### config.mk
export PLATFORM = sky130hd
export DESIGN_NAME = asym_subswitch
export DESIGN_NICKNAME = d
export VERILOG_FILES = /design/src/rtl/asw_pkg.sv /design/src/rtl/asw_flit_fifo.sv /design/src/rtl/asw_out_arb.sv /design/src/rtl/asym_subswitch.sv
export SDC_FILE = /design/constraint.sdc
export NUM_CORES = 2
export LEC_CHECK = 0
export CAP_MARGIN = 40
export CORE_MARGIN = 3
export CORE_UTILIZATION = 35
export DETAILED_ROUTE_END_ITERATION = 6
export HOLD_SLACK_MARGIN = 0.03
export PLACE_DENSITY_LB_ADDON = 0.2
export SLEW_MARGIN = 20
export SYNTH_ARGS = -nofsm -noshare
export SYNTH_HDL_FRONTEND = slang
export SYNTH_SLANG_ARGS = --single-unit
export TNS_END_PERCENT = 5
### constraint.sdc
create_clock -name clk_i -period 11.1 [get_ports clk_i]
set_input_delay 2.22 -clock clk_i [delete_from_list [all_inputs] [get_ports clk_i]]
set_output_delay 2.22 -clock clk_i [all_outputs]
set_load 0.05 [all_outputs]
### src/rtl/asw_pkg.sv
package asw_pkg;
  localparam int unsigned DEF_N_IN       = 4;
  localparam int unsigned DEF_N_OUT      = 32;
  localparam int unsigned DEF_DATA_W     = 16;
  localparam int unsigned DEF_BUF_DEPTH  = 8;
  localparam int unsigned DEF_DOWN_DEPTH = 4;
endpackage

### src/rtl/asw_flit_fifo.sv
module asw_flit_fifo #(
  parameter int unsigned W     = 8,
  parameter int unsigned DEPTH = 8
) (
  input  logic         clk_i,
  input  logic         rst_ni,
  input  logic         push_i,
  input  logic [W-1:0] din_i,
  input  logic         pop_i,
  output logic [W-1:0] dout_o,
  output logic         empty_o
);
  localparam int unsigned AW = $clog2(DEPTH);

  logic [W-1:0] mem_q [DEPTH];
  logic [AW:0]  wr_q, rd_q;
  logic         full;

  assign empty_o = (wr_q == rd_q);
  assign full    = (wr_q[AW] != rd_q[AW]) && (wr_q[AW-1:0] == rd_q[AW-1:0]);
  assign dout_o  = mem_q[rd_q[AW-1:0]];

  always_ff @(posedge clk_i) begin
    if (push_i) mem_q[wr_q[AW-1:0]] <= din_i;
  end

  always_ff @(posedge clk_i or negedge rst_ni) begin
    if (!rst_ni) begin
      wr_q <= '0;
      rd_q <= '0;
    end else begin
      if (push_i) wr_q <= wr_q + 1'b1;
      if (pop_i)  rd_q <= rd_q + 1'b1;
    end
  end

  // end node must respect its credits
  a_r9_no_push_full: assert property (@(posedge clk_i) disable iff (!rst_ni)
    push_i |-> !full);
  // arbiter only grants a present flit
  a_r3_no_pop_empty: assert property (@(posedge clk_i) disable iff (!rst_ni)
    pop_i |-> !empty_o);
endmodule

### src/rtl/asw_out_arb.sv
module asw_out_arb #(
  parameter int unsigned N_IN       = 4,
  parameter int unsigned DOWN_DEPTH = 4
) (
  input  logic                    clk_i,
  input  logic                    rst_ni,
  input  logic [N_IN-1:0]         req_i,
  input  logic [N_IN-1:0]         tail_i,
  input  logic                    cred_ret_i,
  output logic                    gnt_vld_o,
  output logic [$clog2(N_IN)-1:0] gnt_src_o
);
  localparam int unsigned IN_W  = $clog2(N_IN);
  localparam int unsigned CNT_W = $clog2(DOWN_DEPTH + 1);

  logic             locked_q;
  logic [IN_W-1:0]  owner_q, ptr_q;
  logic [CNT_W-1:0] cnt_q;
  logic [IN_W-1:0]  win, idx, cand;
  logic             found, cand_vld;

  // round-robin pick starting at ptr_q
  always_comb begin
    win   = '0;
    found = 1'b0;
    idx   = '0;
    for (int k = 0; k < int'(N_IN); k++) begin
      idx = ptr_q + IN_W'(k);
      if (!found && req_i[idx]) begin
        win   = idx;
        found = 1'b1;
      end
    end
  end

  assign cand      = locked_q ? owner_q : win;
  assign cand_vld  = locked_q ? req_i[owner_q] : found;
  assign gnt_vld_o = cand_vld && (cnt_q != '0);
  assign gnt_src_o = cand;

  always_ff @(posedge clk_i or negedge rst_ni) begin
    if (!rst_ni) begin
      locked_q <= 1'b0;
      owner_q  <= '0;
      ptr_q    <= '0;
      cnt_q    <= CNT_W'(DOWN_DEPTH);
    end else begin
      cnt_q <= cnt_q - CNT_W'(gnt_vld_o) + CNT_W'(cred_ret_i);
      if (gnt_vld_o) begin
        if (tail_i[cand]) begin
          locked_q <= 1'b0;
          ptr_q    <= cand + 1'b1;
        end else begin
          locked_q <= 1'b1;
          owner_q  <= cand;
        end
      end
    end
  end

  a_r4_packet_hold: assert property (@(posedge clk_i) disable iff (!rst_ni)
    (gnt_vld_o && !tail_i[gnt_src_o]) |=> (!gnt_vld_o || gnt_src_o == $past(gnt_src_o)));
  a_r8_credit_bound: assert property (@(posedge clk_i) disable iff (!rst_ni)
    cnt_q <= CNT_W'(DOWN_DEPTH));
  a_r8_credit_spent: assert property (@(posedge clk_i) disable iff (!rst_ni)
    (gnt_vld_o && !cred_ret_i) |=> (cnt_q == $past(cnt_q) - 1'b1));
endmodule

### src/rtl/asym_subswitch.sv
module asym_subswitch
  import asw_pkg::*;
#(
  parameter int unsigned N_IN       = DEF_N_IN,
  parameter int unsigned N_OUT      = DEF_N_OUT,
  parameter int unsigned DATA_W     = DEF_DATA_W,
  parameter int unsigned BUF_DEPTH  = DEF_BUF_DEPTH,
  parameter int unsigned DOWN_DEPTH = DEF_DOWN_DEPTH
) (
  input  logic                             clk_i,
  input  logic                             rst_ni,
  input  logic [N_IN-1:0]                  in_vld_i,
  input  logic [N_IN-1:0]                  in_head_i,
  input  logic [N_IN-1:0]                  in_tail_i,
  input  logic [N_IN*$clog2(N_OUT)-1:0]    in_dest_i,
  input  logic [N_IN*DATA_W-1:0]           in_data_i,
  output logic [N_IN-1:0]                  credit_o,
  output logic [N_IN-1:0]                  fwd_vld_o,
  output logic [N_IN-1:0]                  fwd_head_o,
  output logic [N_IN-1:0]                  fwd_tail_o,
  output logic [N_IN*DATA_W-1:0]           fwd_data_o,
  input  logic [N_OUT-1:0]                 out_cred_i,
  output logic [N_OUT-1:0]                 gnt_vld_o,
  output logic [N_OUT*$clog2(N_IN)-1:0]    gnt_src_o
);
  localparam int unsigned IN_W  = $clog2(N_IN);
  localparam int unsigned OUT_W = $clog2(N_OUT);
  localparam int unsigned ENT_W = 2 + OUT_W + DATA_W;

  logic [ENT_W-1:0]  ent [N_IN];
  logic [N_IN-1:0]   emp, fire, h_head, h_tail;
  logic [OUT_W-1:0]  h_dest [N_IN];
  logic [DATA_W-1:0] h_data [N_IN];
  logic [N_IN-1:0]   req_m [N_OUT];
  logic [IN_W-1:0]   gnt_src [N_OUT];
  logic [N_OUT-1:0]  hit [N_IN];
  logic [N_IN-1:0]   credit_q;

  for (genvar i = 0; i < N_IN; i++) begin : g_in
    asw_flit_fifo #(.W(ENT_W), .DEPTH(BUF_DEPTH)) u_fifo (
      .clk_i   (clk_i),
      .rst_ni  (rst_ni),
      .push_i  (in_vld_i[i]),
      .din_i   ({in_head_i[i], in_tail_i[i],
                 in_dest_i[i*OUT_W +: OUT_W], in_data_i[i*DATA_W +: DATA_W]}),
      .pop_i   (fire[i]),
      .dout_o  (ent[i]),
      .empty_o (emp[i])
    );
    assign {h_head[i], h_tail[i], h_dest[i], h_data[i]} = ent[i];
    assign fwd_data_o[i*DATA_W +: DATA_W] = h_data[i];

    a_r6_single_grant: assert property (@(posedge clk_i) disable iff (!rst_ni)
      $countones(hit[i]) <= 1);
    a_r7_head_stable: assert property (@(posedge clk_i) disable iff (!rst_ni)
      (!emp[i] && !fire[i]) |=> ($stable(h_data[i]) && $stable(h_dest[i])));
  end

  // request matrix: output d sees every non-empty input whose head targets d
  always_comb begin
    for (int d = 0; d < int'(N_OUT); d++) begin
      for (int i = 0; i < int'(N_IN); i++) begin
        req_m[d][i] = !emp[i] && (h_dest[i] == OUT_W'(d));
      end
    end
  end

  for (genvar d = 0; d < N_OUT; d++) begin : g_out
    asw_out_arb #(.N_IN(N_IN), .DOWN_DEPTH(DOWN_DEPTH)) u_arb (
      .clk_i      (clk_i),
      .rst_ni     (rst_ni),
      .req_i      (req_m[d]),
      .tail_i     (h_tail),
      .cred_ret_i (out_cred_i[d]),
      .gnt_vld_o  (gnt_vld_o[d]),
      .gnt_src_o  (gnt_src[d])
    );
    assign gnt_src_o[d*IN_W +: IN_W] = gnt_src[d];
  end

  always_comb begin
    for (int i = 0; i < int'(N_IN); i++) begin
      for (int d = 0; d < int'(N_OUT); d++) begin
        hit[i][d] = gnt_vld_o[d] && (gnt_src[d] == IN_W'(i));
      end
      fire[i] = |hit[i];
    end
  end

  assign fwd_vld_o  = fire;
  assign fwd_head_o = h_head;
  assign fwd_tail_o = h_tail;

  always_ff @(posedge clk_i or negedge rst_ni) begin
    if (!rst_ni) credit_q <= '0;
    else         credit_q <= fire;
  end
  assign credit_o = credit_q;
endmodule

# Yosys cells after proc, flatten, opt, wreduce, memory -nomap -nowiden
# Memory sizes are Yosys's and may differ from the RTL's.
# Index checks and enable logic that the tools add are counted.
[totals]
ff_bits = 292
latchBits = 0
mem_bits_rw = 736
rom_bits = 0
inputBits = 130
output_inout_bits = 176
elab_cells = 2153
n_memories = 4
[mem_list]
columns = ["name", "words", "word_bits", "read_ports", "rd_ports_with_merged_regs", "write_ports", "line", "text"]
rows = [
  ["g_in[0].u_fifo.mem_q", 8, 23, 1, 0, 1, "asw_flit_fifo.sv:15", "logic [W-1:0] mem_q [DEPTH];"],
  ["g_in[1].u_fifo.mem_q", 8, 23, 1, 0, 1, "asw_flit_fifo.sv:15", ""],
  ["g_in[2].u_fifo.mem_q", 8, 23, 1, 0, 1, "asw_flit_fifo.sv:15", ""],
  ["g_in[3].u_fifo.mem_q", 8, 23, 1, 0, 1, "asw_flit_fifo.sv:15", ""],
]
[op_classes]
addsub = 200
n_mul = 0
div_mod_pow = 0
order_cmp = 192
n_eq_ne = 224
shift = 0
mux = 744
bitwise_logic = 32
n_reduce_logical = 620
[op_table]
columns = ["op", "n"]
rows = [
  ["$lt A2 B3 Y1 const B", 192],
  ["$mux W1", 392],
  ["$bmux W1 S2", 192],
  ["$logic_and A1 B1 Y1", 384],
  ["$eq A5 B5 Y1 const B", 64],
  ["$mux W2", 160],
  ["$eq A5 B4 Y1 const B", 32],
  ["$add A2 B1 Y2 const B", 64],
  ["$add A2 B2 Y2 const B", 64],
  ["$eq A2 B2 Y1 const B", 64],
  ["$reduce_and A2 Y1", 64],
  ["$reduce_or A32 Y1", 4],
  ["$logic_not A1 Y1", 100],
  ["$add A3 B1 Y3", 32],
  ["$reduce_bool A3 Y1", 32],
  ["$sub A3 B1 Y3", 32],
  ["$eq A5 B3 Y1 const B", 16],
  ["$eq A2 B1 Y1 const B", 32],
  ["$logic_not A2 Y1", 32],
  ["$eq A5 B2 Y1 const B", 8],
  ["$add A4 B1 Y4 const B", 8],
  ["$not A1 Y1", 32],
  ["$eq A5 B1 Y1 const B", 4],
  ["$logic_not A5 Y1", 4],
  ["$eq A4 B4 Y1", 4],
]

# Depth between registers and ports, before layout
[logic_depth]
word_depth = 20
depth_mapped = 22
ltp_nobuf = 17

# Modules after synthesis
# Synthesis repeated with hierarchy kept, for this count alone.
[unflattened]
cells_unflattened = 3677
area_unflattened_um2 = 51333.0
[modules_own_cells]
columns = ["module", "n_inst", "cells_each", "area_each_um2", "seq_area_each_um2"]
rows = [
  ["asw_flit_fifo", 4, 309, 7374.6, 5725.5],
  ["asw_out_arb at g_out[0].u_arb ...", 31, 64, 615.6, 201.4],
  ["asym_subswitch", 1, 393, 2142.1, 100.1],
  ["asw_out_arb at g_out[9].u_arb", 1, 64, 609.3, 201.4],
]

# Worst setup path before layout
# Ideal clock, no wire load.
[synth_timing]
kind = "register to output"
start = "reg g_in[2].u_fifo.rd_q[2]"
end = "out fwd_vld_o[2]"
arrival_ns = 6.082
required_ns = 8.880
slack_ns = 2.798
stages_incl_launch_ff = 17
path_buffers = 4
path_cell_list = "dfrtp_1 -> buf_2 -> buf_2 -> clkbuf_1 -> mux2_2 -> a22o_1 -> o21ai_1 -> o22ai_1 -> and2_1 -> o41ai_1 -> inv_1 -> ha_1 -> nor3b_1 -> or4bb_1 -> nor3_4 -> inv_1 -> buf_4"
[synth_via]
elab_chain_len = 19
elab_cells_between_ends = 996
cone_classes = "64 x eq/ne; 640 x mux; 291 x reduce/logical; 1 x memory"
[synth_rtl]
columns = ["element", "line", "text"]
rows = [
  ["from (decl)", "asw_flit_fifo.sv:16", "logic [AW:0] wr_q, rd_q;"],
  ["from (signal assigned)", "asw_flit_fifo.sv:33", "if (pop_i) rd_q <= rd_q + 1'b1;"],
  ["$mem_v2 Z8 W23 or $eq A4 B4 Y1 (tied branches)", "-", ""],
  ["$eq A5 B4 Y1 or $logic_not A1 Y1 (tied branches)", "asym_subswitch.sv:63", "req_m[d][i] = !emp[i] && (h_dest[i] == OUT_W'(d));"],
  ["$logic_and A1 B1 Y1 *", "asym_subswitch.sv:63", ""],
  ["$bmux W1 S2", "asw_out_arb.sv:29", "if (!found && req_i[idx]) begin"],
  ["$mux W1 (not written as such)", "asw_out_arb.sv:29", ""],
  ["$mux W1", "asw_out_arb.sv:29", ""],
  ["$logic_not A1 Y1", "asw_out_arb.sv:29", ""],
  ["$logic_and A1 B1 Y1", "asw_out_arb.sv:29", ""],
  ["[4 not listed]", "-", ""],
  ["$logic_not A1 Y1", "asw_out_arb.sv:29", ""],
  ["$logic_and A1 B1 Y1", "asw_out_arb.sv:29", ""],
  ["$mux W2 *", "asw_out_arb.sv:29", ""],
  ["$mux W2 *", "asw_out_arb.sv:36", "assign cand = locked_q ? owner_q : win;"],
  ["named net gnt_src_o[26]", "asym_subswitch.sv:24", "output logic [N_OUT*$clog2(N_IN)-1:0] gnt_src_o"],
  ["$eq A2 B2 Y1 *", "asym_subswitch.sv:84", "hit[i][d] = gnt_vld_o[d] && (gnt_src[d] == IN_W'(i));"],
  ["$logic_and A1 B1 Y1 *", "asym_subswitch.sv:84", ""],
  ["$reduce_or A32 Y1 *", "asym_subswitch.sv:86", "fire[i] = |hit[i];"],
  ["to (decl)", "asym_subswitch.sv:18", "output logic [N_IN-1:0] fwd_vld_o,"],
]
# The timed path passes the listed nets; every way through them passes the cells marked *. The select of a mux whose other input is x is not followed.

# Worst setup path after layout
[layout_timing]
start = "reg g_in[3].u_fifo.rd_q[2]"
end = "out fwd_vld_o[1]"
[layout_via]
elab_chain_len = 19
elab_cells_between_ends = 996
cone_classes = "64 x eq/ne; 640 x mux; 291 x reduce/logical; 1 x memory"
[layout_rtl]
columns = ["element", "line"]
rows = [
  ["from (decl)", "asw_flit_fifo.sv:16"],
  ["from (signal assigned)", "asw_flit_fifo.sv:33"],
  ["$mem_v2 Z8 W23 or $eq A4 B4 Y1 (tied branches)", "-"],
  ["$eq A5 B1 Y1 (tied with other cells)", "asym_subswitch.sv:63"],
  ["$logic_and A1 B1 Y1", "asym_subswitch.sv:63"],
  ["$bmux W1 S2", "asw_out_arb.sv:29"],
  ["$mux W1 (not written as such)", "asw_out_arb.sv:29"],
  ["$mux W1", "asw_out_arb.sv:29"],
  ["$logic_not A1 Y1", "asw_out_arb.sv:29"],
  ["$logic_and A1 B1 Y1", "asw_out_arb.sv:29"],
  ["[3 not listed]", "-"],
  ["$mux W1", "asw_out_arb.sv:29"],
  ["$logic_not A1 Y1", "asw_out_arb.sv:29"],
  ["$logic_and A1 B1 Y1", "asw_out_arb.sv:29"],
  ["$mux W2 or $mux W1 (tied branches)", "asw_out_arb.sv:29"],
  ["$mux W2 or $mux W1 (tied branches)", "asw_out_arb.sv:36, asw_out_arb.sv:37"],
  ["$eq A2 B1 Y1 or $logic_and A1 B1 Y1 (tied branches)", "asym_subswitch.sv:84, asw_out_arb.sv:38"],
  ["$logic_and A1 B1 Y1", "asym_subswitch.sv:84"],
  ["$reduce_or A32 Y1 *", "asym_subswitch.sv:86"],
]
# Every way passes the cells marked *; elsewhere a longest branch is shown, timed or not. The select of a mux whose other input is x is not followed.

==> impl_metrics.env <==
export IMPL_critPathKind="register to output port"
export IMPL_htree_levels=3
export IMPL_cts_setup_buffers=0
export IMPL_grt_use_total_pct=23.4
export IMPL_synth_main_ff_cell="edfxtp_1"
export IMPL_rsz0062_at_grt="false"
export IMPL_io_pins=306
export IMPL_tightest_slew_ps=1100
export IMPL_synthCells=4235
export IMPL_die_x_um=400
export IMPL_synth_xor_area_share_pct=1.61
export IMPL_wl_mm=190
export IMPL_overflow=0
export IMPL_vias=39129
export IMPL_synth_yosys_seq_area_share_pct=54.2
export IMPL_grt_pass1_wl_mm=273
export IMPL_cp_required_ps=8880
export IMPL_core_sq_mm=0.154
export IMPL_insertion_delay_ps=770
export IMPL_viasPerCell=5.75
export IMPL_synth_top_family_by_area="multiplexers"
export IMPL_r2r_cells=17
export IMPL_nets=5012
export IMPL_initial_core_util_pct=35.3
export IMPL_antenna_found_initial=12
export IMPL_period_minus_slack_ps=10530
export IMPL_fin_skew_ps=92.6
export IMPL_clockBufferDepth=3
export IMPL_synth_area_mux_share_pct=14.0
export IMPL_cts_root_buf="clkbuf_16"
export IMPL_crit_fanout=32
export IMPL_hold_start="g_out[0].u_arb.cnt_q[1]"
export IMPL_cts_buffers=117
export IMPL_ys_ff_latch=1028
export IMPL_grt_pass1_vias=38006
export IMPL_ant_nets=0
export IMPL_syn_nets=4597
export IMPL_place_congestion=1.03
export IMPL_cts_tree="done"
export IMPL_tns_ps=0
export IMPL_drcViolationCount=0
export IMPL_rows=144
export IMPL_die_y_um=400
export IMPL_rrSetupSlack_ps=3660
export IMPL_hold_end="g_out[0].u_arb.cnt_q[2]"
export IMPL_ys_async_sr_fraction_pct=28.4
export IMPL_r2r_end="g_in[1].u_fifo.rd_q[1]"
export IMPL_outcome="complete, no violations"
export IMPL_first_pass_iters=7
export IMPL_clk_transition_reported_paths_ps=70
export IMPL_hpwl_mm=139
export IMPL_dieArea_sq_mm=0.160
export IMPL_drv_slew=0
export IMPL_post_route_period_util_pct=94.9
export IMPL_arrival_ps=8310
export IMPL_io_buffers=305
export IMPL_drtIter0Drc=4152
export IMPL_clock_sinks=1028
export IMPL_synth_edff_count=736
export IMPL_maxCapViolCount=0
export IMPL_critPathLaunch="g_in[3].u_fifo.rd_q[2]"
export IMPL_grt_max_degree=97
export IMPL_cts_resized=0
export IMPL_drive_gt1_share_pct=19.0
export IMPL_yosys_warnings=0
export IMPL_worstReg2RegStart="g_in[3].u_fifo.rd_q[2]"
export IMPL_start_kind="register"
export IMPL_synth_simple_area_share_pct=9.46
export IMPL_ctsHoldBuffers=0
export IMPL_crit_path_end_kind="output port"
export IMPL_synth_adder_area_share_pct=5.78
export IMPL_fmax_ghz=0.0949
export IMPL_worstHoldPathCells=1
export IMPL_avgSynthCellArea_sq_um=12.8
export IMPL_hold_violations=0
export IMPL_synth_compound_area_share_pct=11.2
export IMPL_netlist_cell_type_count=110
export IMPL_hold_class="register to register"
export IMPL_wl_per_cell_um=27.9
export IMPL_setup_viol=0
export IMPL_synthesis_area_sq_mm=0.0544
export IMPL_max_slew_margin_pct=26.6
export IMPL_area_growth_pct=19.7
cells in the final DEF (no fill, tap or decap), drive strengths merged, types with 36 or more instances in the layout:
master         instances
mux4                 179
inv                  310
nor2                 215
o211ai                52
xnor2                 87
mux2i                146
clkdlybuf4s50        304
a22oi                 36
edfxtp               736
dfrtp                260
nor3                 106
a21oi                148
clkbuf               145
nand3                 95
nand4                 60
a211oi                50
buf                  186
mux2                 184
nand2                240
nor4                  40
o2111ai               40
ha                   200
o21ai                178
clkinv                47
stage by stage:
| step | setup WS (ps) | instance area [sq um] | utilization, % | hold WS [ps] | cells |
|---|---|---|---|---|---|
| finish | 566 | 65100 | 42.2 | 458 | 6803 |
| floorplan | 2800 | 54400 | - | 452 | 4235 |
| global placement | 1400 | 60400 | 39.2 | 471 | 6523 |
| detailed placement | 1800 | 60900 | 39.5 | 470 | 6564 |
| global route | 538 | 65100 | 42.2 | 492 | 6796 |
| CTS | 967 | 65000 | 42.1 | 456 | 6785 |
critical path, cell delays in order, from the launching register on:
cell	delay, ps
dfrtp_2	850
buf_4	380
mux4_2	350
mux2_2	380
nor4_1	710
o21ai_1	410
nor4_1	290
o211ai_1	140
o221ai_1	550
inv_1	180
ha_1	280
inv_1	70
a2bb2oi_1	290
nand4_1	330
nor4bb_1	990
nand4_1	510
clkdlybuf4s50_1	840
how the worst max path moves through the flow:
stage | cells after the start | slack, ps | end
floorplan | 16 | 2800 | fwd_vld_o[2]
global placement | 15 | 1400 | fwd_vld_o[0]
detailed placement | 13 | 1800 | fwd_vld_o[1]
CTS | 13 | 970 | fwd_vld_o[1]
global route | 16 | 540 | fwd_vld_o[1]
finish | 16 | 570 | fwd_vld_o[1]
state kept, by name, indices dropped and copies added (netlist names):
register	count
credit_o	4
g_out.u_arb.locked_q	32
g_out.u_arb.ptr_q	64
g_out.u_arb.cnt_q	96
g_in.u_fifo.wr_q	16
g_in.u_fifo.rd_q	16
g_out.u_arb.owner_q	64
g_in.u_fifo.mem_q	736
cell usage after synthesis, types with 25 or more instances:
library cell	instances	share of area (%)
dfstp_2	32	1.5
a21oi_1	146	1.3
fa_1	32	1.2
nor3_1	103	0.95
a22oi_1	35	0.48
nand2b_1	32	0.37
o211ai_1	52	0.72
o2111ai_1	40	0.64
mux4_2	177	7.3
ha_1	200	4.6
nor4_1	35	0.40
mux2_2	173	3.6
and2_1	28	0.32
xnor2_1	87	1.4
buf_1	28	0.19
a211oi_1	47	0.65
nand2_1	240	1.7
inv_1	299	2.1
o21ai_0	168	1.5
nand4_1	57	0.66
or3_1	30	0.35
mux2i_1	144	2.7
clkbuf_1	104	0.72
nor2b_1	30	0.35
o22ai_1	25	0.29
edfxtp_1	736	41
nor2_1	214	1.5
dfrtp_1	260	12
buf_4	42	0.58
nand3_1	95	0.87
routing by layer:
layer  vias to the layer above  GRT usage (%)  part of all wire [%]
li1                      17140              -                     -
met4                        12           10.0                   5.0
met5                         -              0                 0.043
met2                      1696           35.9                    45
met1                     19795           31.7                    42
met3                       486           5.41                   8.0
cells by family (layout without fill, tap and decap cells):
family | after synthesis | after routing
adder cells (fa/ha/maj) | 232 | 232
XOR/XNOR | 100 | 100
AO/OA/AOI/OAI | 867 | 867
buffers and inverters | 500 | 1017
flip-flops | 1028 | 1028
other | 0 | 7
multiplexers | 509 | 509
AND/OR/NAND/NOR | 999 | 999
cell type report:
cell class              instances  area [sq um]
fillers                     14359         89100
flip-flops and latches       1028         29500
inverters                     302          1130
clock inverters                80           943
clock buffers                 141          3110
repair buffers                494          4690
diodes                          7          17.5
well taps                    2044          2560
multi-input cells            2707         23200
Power is left out: the tool's default activity adds up to more than one toggle a clock period on the data nets, which glitch-free logic cannot reach.
